**config.mk**
```make
export PLATFORM = sky130hd
export DESIGN_NAME = gpio_bank_ctrl
export DESIGN_NICKNAME = d
export VERILOG_FILES = /design/src/rtl/gpio_bank_ctrl.sv
export SDC_FILE = /design/constraint.sdc
export NUM_CORES = 1
export LEC_CHECK = 0
export BUFFER_PORTS_ARGS = -buffer_cell sky130_fd_sc_hd__buf_4
export CELL_PAD_IN_SITES_DETAIL_PLACEMENT = 0
export CELL_PAD_IN_SITES_GLOBAL_PLACEMENT = 2
export CORE_ASPECT_RATIO = 0.5
export CORE_UTILIZATION = 30
export CTS_CLUSTER_DIAMETER = 60
export CTS_CLUSTER_SIZE = 16
export DETAILED_ROUTE_END_ITERATION = 6
export PLACE_DENSITY_LB_ADDON = 0.1
export SYNTH_ARGS = -nofsm -noshare
export SYNTH_HDL_FRONTEND = slang
export SYNTH_SLANG_ARGS = --single-unit
```
**constraint.sdc**
```tcl
create_clock -name clk -period 5.3 [get_ports clk]
set_input_delay 0.265 -clock clk [delete_from_list [all_inputs] [get_ports clk]]
set_output_delay 0.265 -clock clk [all_outputs]
set_load 0.03 [all_outputs]
```
**src/rtl/gpio_bank_ctrl.sv**
```systemverilog
module gpio_bank_ctrl #(
  parameter int NPIN   = 64,
  parameter int ADDR_W = 8
) (
  input  logic                clk,
  input  logic                rst_n,
  input  logic                wr_en,
  input  logic [ADDR_W-1:0]   addr,
  input  logic [31:0]         wdata,
  output logic [31:0]         rdata,
  input  logic [NPIN-1:0]     pad_in,
  output logic [NPIN-1:0]     pad_out,
  output logic [NPIN-1:0]     pad_oe,
  output logic [2*NPIN-1:0]   alt_sel,
  output logic                irq
);
  localparam int W     = NPIN / 32;
  localparam int NBANK = 8;
  localparam int ALT_T = 7;

  logic [NPIN-1:0]   sync1, sync2, prev;
  logic [NPIN-1:0]   dir_q, out_q, rise_q, fall_q, stat_q;
  logic [2*NPIN-1:0] alt_q;
  logic [NPIN-1:0]   edge_hit, wr_bits, wvec, clr_mask;
  logic [2*NPIN-1:0] alt_bits, alt_wvec;
  logic [3:0]        sel_t;
  logic [7:0]        sel_w;
  logic [ADDR_W-3:0] widx;

  assign widx = addr[ADDR_W-1:2];

  always_comb begin
    sel_t = 4'd8;
    sel_w = '0;
    for (int t = 0; t < NBANK; t++) begin
      if (int'(widx) >= t*W && int'(widx) < t*W + ((t == ALT_T) ? 2*W : W)) begin
        sel_t = 4'(t);
        sel_w = 8'(int'(widx) - t*W);
      end
    end
  end

  assign wvec     = {W{wdata}};
  assign alt_wvec = {(2*W){wdata}};

  for (genvar g = 0; g < W; g++) begin : g_wsel
    assign wr_bits[g*32 +: 32] = {32{wr_en && sel_w == 8'(g)}};
  end
  for (genvar g = 0; g < 2*W; g++) begin : g_asel
    assign alt_bits[g*32 +: 32] = {32{wr_en && sel_t == 4'(ALT_T) && sel_w == 8'(g)}};
  end

  assign edge_hit = (sync2 & ~prev & rise_q) | (~sync2 & prev & fall_q);
  assign clr_mask = (sel_t == 4'd6) ? (wvec & wr_bits) : '0;

  always_ff @(posedge clk or negedge rst_n) begin
    if (!rst_n) begin
      sync1  <= '0;
      sync2  <= '0;
      prev   <= '0;
      dir_q  <= '0;
      out_q  <= '0;
      rise_q <= '0;
      fall_q <= '0;
      stat_q <= '0;
      alt_q  <= '0;
    end else begin
      sync1  <= pad_in;
      sync2  <= sync1;
      prev   <= sync2;
      stat_q <= (stat_q & ~clr_mask) | edge_hit;
      alt_q  <= (alt_q & ~alt_bits) | (alt_wvec & alt_bits);
      case (sel_t)
        4'd1: dir_q  <= (dir_q & ~wr_bits) | (wvec & wr_bits);
        4'd2: out_q  <= out_q | (wvec & wr_bits);
        4'd3: out_q  <= out_q & ~(wvec & wr_bits);
        4'd4: rise_q <= (rise_q & ~wr_bits) | (wvec & wr_bits);
        4'd5: fall_q <= (fall_q & ~wr_bits) | (wvec & wr_bits);
        default: ;
      endcase
    end
  end

  always_comb begin
    case (sel_t)
      4'd0:    rdata = sync2[32*sel_w +: 32];
      4'd1:    rdata = dir_q[32*sel_w +: 32];
      4'd4:    rdata = rise_q[32*sel_w +: 32];
      4'd5:    rdata = fall_q[32*sel_w +: 32];
      4'd6:    rdata = stat_q[32*sel_w +: 32];
      4'd7:    rdata = alt_q[32*sel_w +: 32];
      default: rdata = '0;
    endcase
  end

  assign pad_out = out_q;
  assign pad_oe  = dir_q;
  assign alt_sel = alt_q;
  assign irq     = |stat_q;

  logic [NPIN-1:0] set_hit, clr_hit;
  assign set_hit = (sel_t == 4'd2) ? (wvec & wr_bits) : '0;
  assign clr_hit = (sel_t == 4'd3) ? (wvec & wr_bits) : '0;


  set_drives_high_chk: assert property (@(posedge clk) disable iff (!rst_n)
    (|set_hit) |=> ((pad_out & $past(set_hit)) == $past(set_hit)));


  clr_drives_low_chk: assert property (@(posedge clk) disable iff (!rst_n)
    (|clr_hit) |=> ((pad_out & $past(clr_hit)) == '0));


  dir_hold_chk: assert property (@(posedge clk) disable iff (!rst_n)
    !(wr_en && sel_t == 4'd1) |=> $stable(pad_oe));


  status_needs_edge_chk: assert property (@(posedge clk) disable iff (!rst_n)
    1'b1 |=> ((stat_q & ~$past(stat_q) & ~$past(edge_hit)) == '0));


  edge_beats_clear_chk: assert property (@(posedge clk) disable iff (!rst_n)
    (|(clr_mask & edge_hit)) |=> ((stat_q & $past(clr_mask & edge_hit)) == $past(clr_mask & edge_hit)));


  irq_low_when_clear_chk: assert property (@(posedge clk) disable iff (!rst_n)
    (!$past(irq) && $past(edge_hit) == '0) |-> !irq);
endmodule

```
==> metrics.csv <==
metric,value,unit
status,"complete, but fails checks",
violations,design-rule violations,
die_area,95250,um2
p_leak,15.81,nW
finalInstanceArea,35260,um2
max-cap-violations,0,
fp.coreArea,93010,um2
crit_path_frequent_cell,buf_4,
worst_pin_slew,0.9977,ns
htreeDepth,2,
grt_antenna_before_repair,2,
cts.sinks,640,
synthTopCellsByArea,"dfrtp_1 (57%), mux2_2 (13%), nand2_1 (2.7%), a222oi_1 (2.3%), clkbuf_1 (2.1%)",
synth_top_area_cell,dfrtp_1,
wire_per_inst,27.83,um
crit_type,in2out,
fp.dieW,435.5,um
postSynthCellCount,2310,
critical_path.max_fanout,14,
crit_slowest_cell,a2111oi_0,
fin_ws,0.6315,ns
first_iter_violations,1887,
synthTopCellsByCount,"dfrtp_1 (640), mux2_2 (322), nand2_1 (204)",
drt-total-wl,110900,um
insertedDiodeCount,0,
synth_edf_count,0,
io_pins,396,
dr.pass1.iters,7,
fin_tns_setup,0,ns
hold_path.class,in2reg,
numCtsBuffers,47,
hold_viol_final,0,
ys_ff_latch,640,
yosysMostFrequentCell,dfrtp_1,
vias,21500,
worstPathArrival,4.40,ns
synthesis.area,28180,um2
n_fill_cell,9232,
synth_top_area_frac,0.5683,
drc_errors,3,
drive_above_1_share,0.3448,
startpoint_type,primary input,
place_congestion,0.8275,
clockBufferDepth,3,
via_per_inst,5.397,
rsz0062_at_grt,false,
grt_pass1_vias,21780,
layout_min_cycle_time,4.668,ns
cts_setup_buffers,0,
finalNonFillerCells,3984,
io_buffers,393,
power_density,339.7,nW/um2
slew_headroom,0.3293,
start_util,0.3030,
clock_latency,0.62,ns
synth_cell_types,72,
fmax,0.2142,GHz
cp_cell_sequence,buf_4 > inv_1 > ha_1 > ha_1 > nand2_1 > a211o_1 > and3_1 > o31a_1 > mux2i_4 > buf_4 > a21oi_1 > a2111oi_0 > buf_4 > a211oi_1 > buf_4 > buf_4,
cp_num_buf_inv,6,
hpwl,71730,um
async_flop_share,1.000,
placed_cell_area,33140,um2
area_growth,25.11,%
ys_seq_area_frac,0.5683,
critical_path.top_delay_family,compound AO/OA/AOI/OAI gates,
grt_pass1_wl,160600,um
fin_worst_skew,0.01243,ns
grt_usage,0.2286,
place_ws,0.6008,ns
cts_resized,0,
timing.final.max_slew_violations,0,
setup_viol,0,
num_rows,79,
synth_ff_type,dfrtp_1,
cts_root_buf,clkbuf_16,
fin_nets,2839,
cts_tree,yes,
place_inst,3853,
slowest_delay,0.69,ns
overflow,0,
die_y,218.7,um
yosys_warnings,0,
path_clk_slew,0.08,ns
ir_drop,192.7,uV
period_share,0.8808,
syn_nets,2430,
worst_setup_path_end_kind,primary output,
cts_hold_buf,72,
syn_avg_cell_area,12.20,um2
final_antenna_net_count,0,
grt_max_degree,154,
critPathRequiredTime,5.04,ns
worst register-to-register path, delay by kind of cell, from the launching register on:
family | cells | cell delay, ns
flip-flops | 1 | 0.44
AO/OA/AOI/OAI | 2 | 0.27
AND/OR/NAND/NOR | 1 | 0.14
worst paths after layout:
check	start	to	slack, ns	cells after the start
worst max-delay path	addr[5]	rdata[1]	0.63	16
worst min-delay path	wdata[19]	stat_q[51]$_DFF_PN0_	0.04	3
worst max register to register	sync2[35]$_DFF_PN0_	stat_q[35]$_DFF_PN0_	4.35	3
worst min register to register	sync1[48]$_DFF_PN0_	sync2[48]$_DFF_PN0_	0.34	0
max in group asynchronous	rst_n	sync1[63]$_DFF_PN0_	3.67	3
min in group asynchronous	rst_n	sync1[39]$_DFF_PN0_	0.24	2
metrics by stage:
step / hold slack, ns / utilization / power, mW
final: 0.04096 / 0.3791 / 11.98
after global routing: 0.007735 / 0.3791 / 12.51
after CTS: 0.0006525 / 0.3791 / 12.14
after detailed placement: 0.3254 / 0.3563 / 8.352
after global placement: 0.3166 / 0.3563 / 8.330
after floorplan: -0.03059 / - / 7.164
logic make-up after synthesis:
| logic type | Yosys count | share of synthesized area |
|---|---|---|
| DFF | 640 | 0.5683 |
| buffers and inverters | 216 | 0.03245 |
| AOI/OAI and AO/OA | 440 | 0.1142 |
| muxes | 418 | 0.1695 |
| and+or+nand+nor | 576 | 0.1076 |
| xor gates and xnor gates | 7 | 0.002175 |
| adders and majority gates | 13 | 0.005772 |
metal layers:
layer / share of wire / GRT usage / wire length (um) / vias to the layer above
li1: - / - / - / 9414
met4: 0.018 / 0.04695 / 1999 / 0
met3: 0.039 / 0.02593 / 4281 / 109
met2: 0.48 / 0.3749 / 52900 / 512
met5: 0 / 0 / 0 / -
met1: 0.47 / 0.3252 / 51690 / 11470
cell usage in the layout (no fill, tap or decap), types with 5 or more instances in the layout:
| cell type | instances |
|---|---|
| nand3b_1 | 65 |
| a222oi_1 | 64 |
| o31ai_1 | 34 |
| nor2_1 | 15 |
| dlygate4sd3_1 | 72 |
| nor2b_1 | 6 |
| mux2_4 | 30 |
| nor4_4 | 5 |
| dfrtp_1 | 640 |
| o211ai_1 | 76 |
| clkbuf_16 | 49 |
| buf_4 | 464 |
| nor4_1 | 16 |
| inv_1 | 8 |
| mux2i_1 | 32 |
| a21oi_1 | 69 |
| xnor2_1 | 6 |
| mux2_1 | 33 |
| ha_1 | 13 |
| a2111oi_0 | 26 |
| a21o_1 | 32 |
| nand4_1 | 69 |
| nand3_1 | 68 |
| o21ai_0 | 69 |
| mux2_2 | 322 |
| buf_12 | 31 |
| nand2_1 | 201 |
| nor3_1 | 89 |
| a311oi_1 | 8 |
| a211oi_1 | 28 |
final cells by class:
| cell class | count | area, um2 | share of cell area |
|---|---|---|---|
| inverter | 8 | 30.03 | 0.0008516 |
| multi-input combinational | 1454 | 11410 | 0.3235 |
| timing repair buffer | 568 | 4840 | 0.1373 |
| sequential | 640 | 16020 | 0.4542 |
| clock inverter | 6 | 135.1 | 0.003832 |
| clock buffer | 53 | 1261 | 0.03577 |
| tap | 1255 | 1570 | 0.04453 |
report_power, final:
| group | internal (mW) | switching, mW |
|---|---|---|
| clock network | 1.87 | 1.83 |
| registers | 5.45 | 0.560 |
| logic | 0.939 | 1.33 |
No activity file was read; power rests on OpenSTA's default activity.
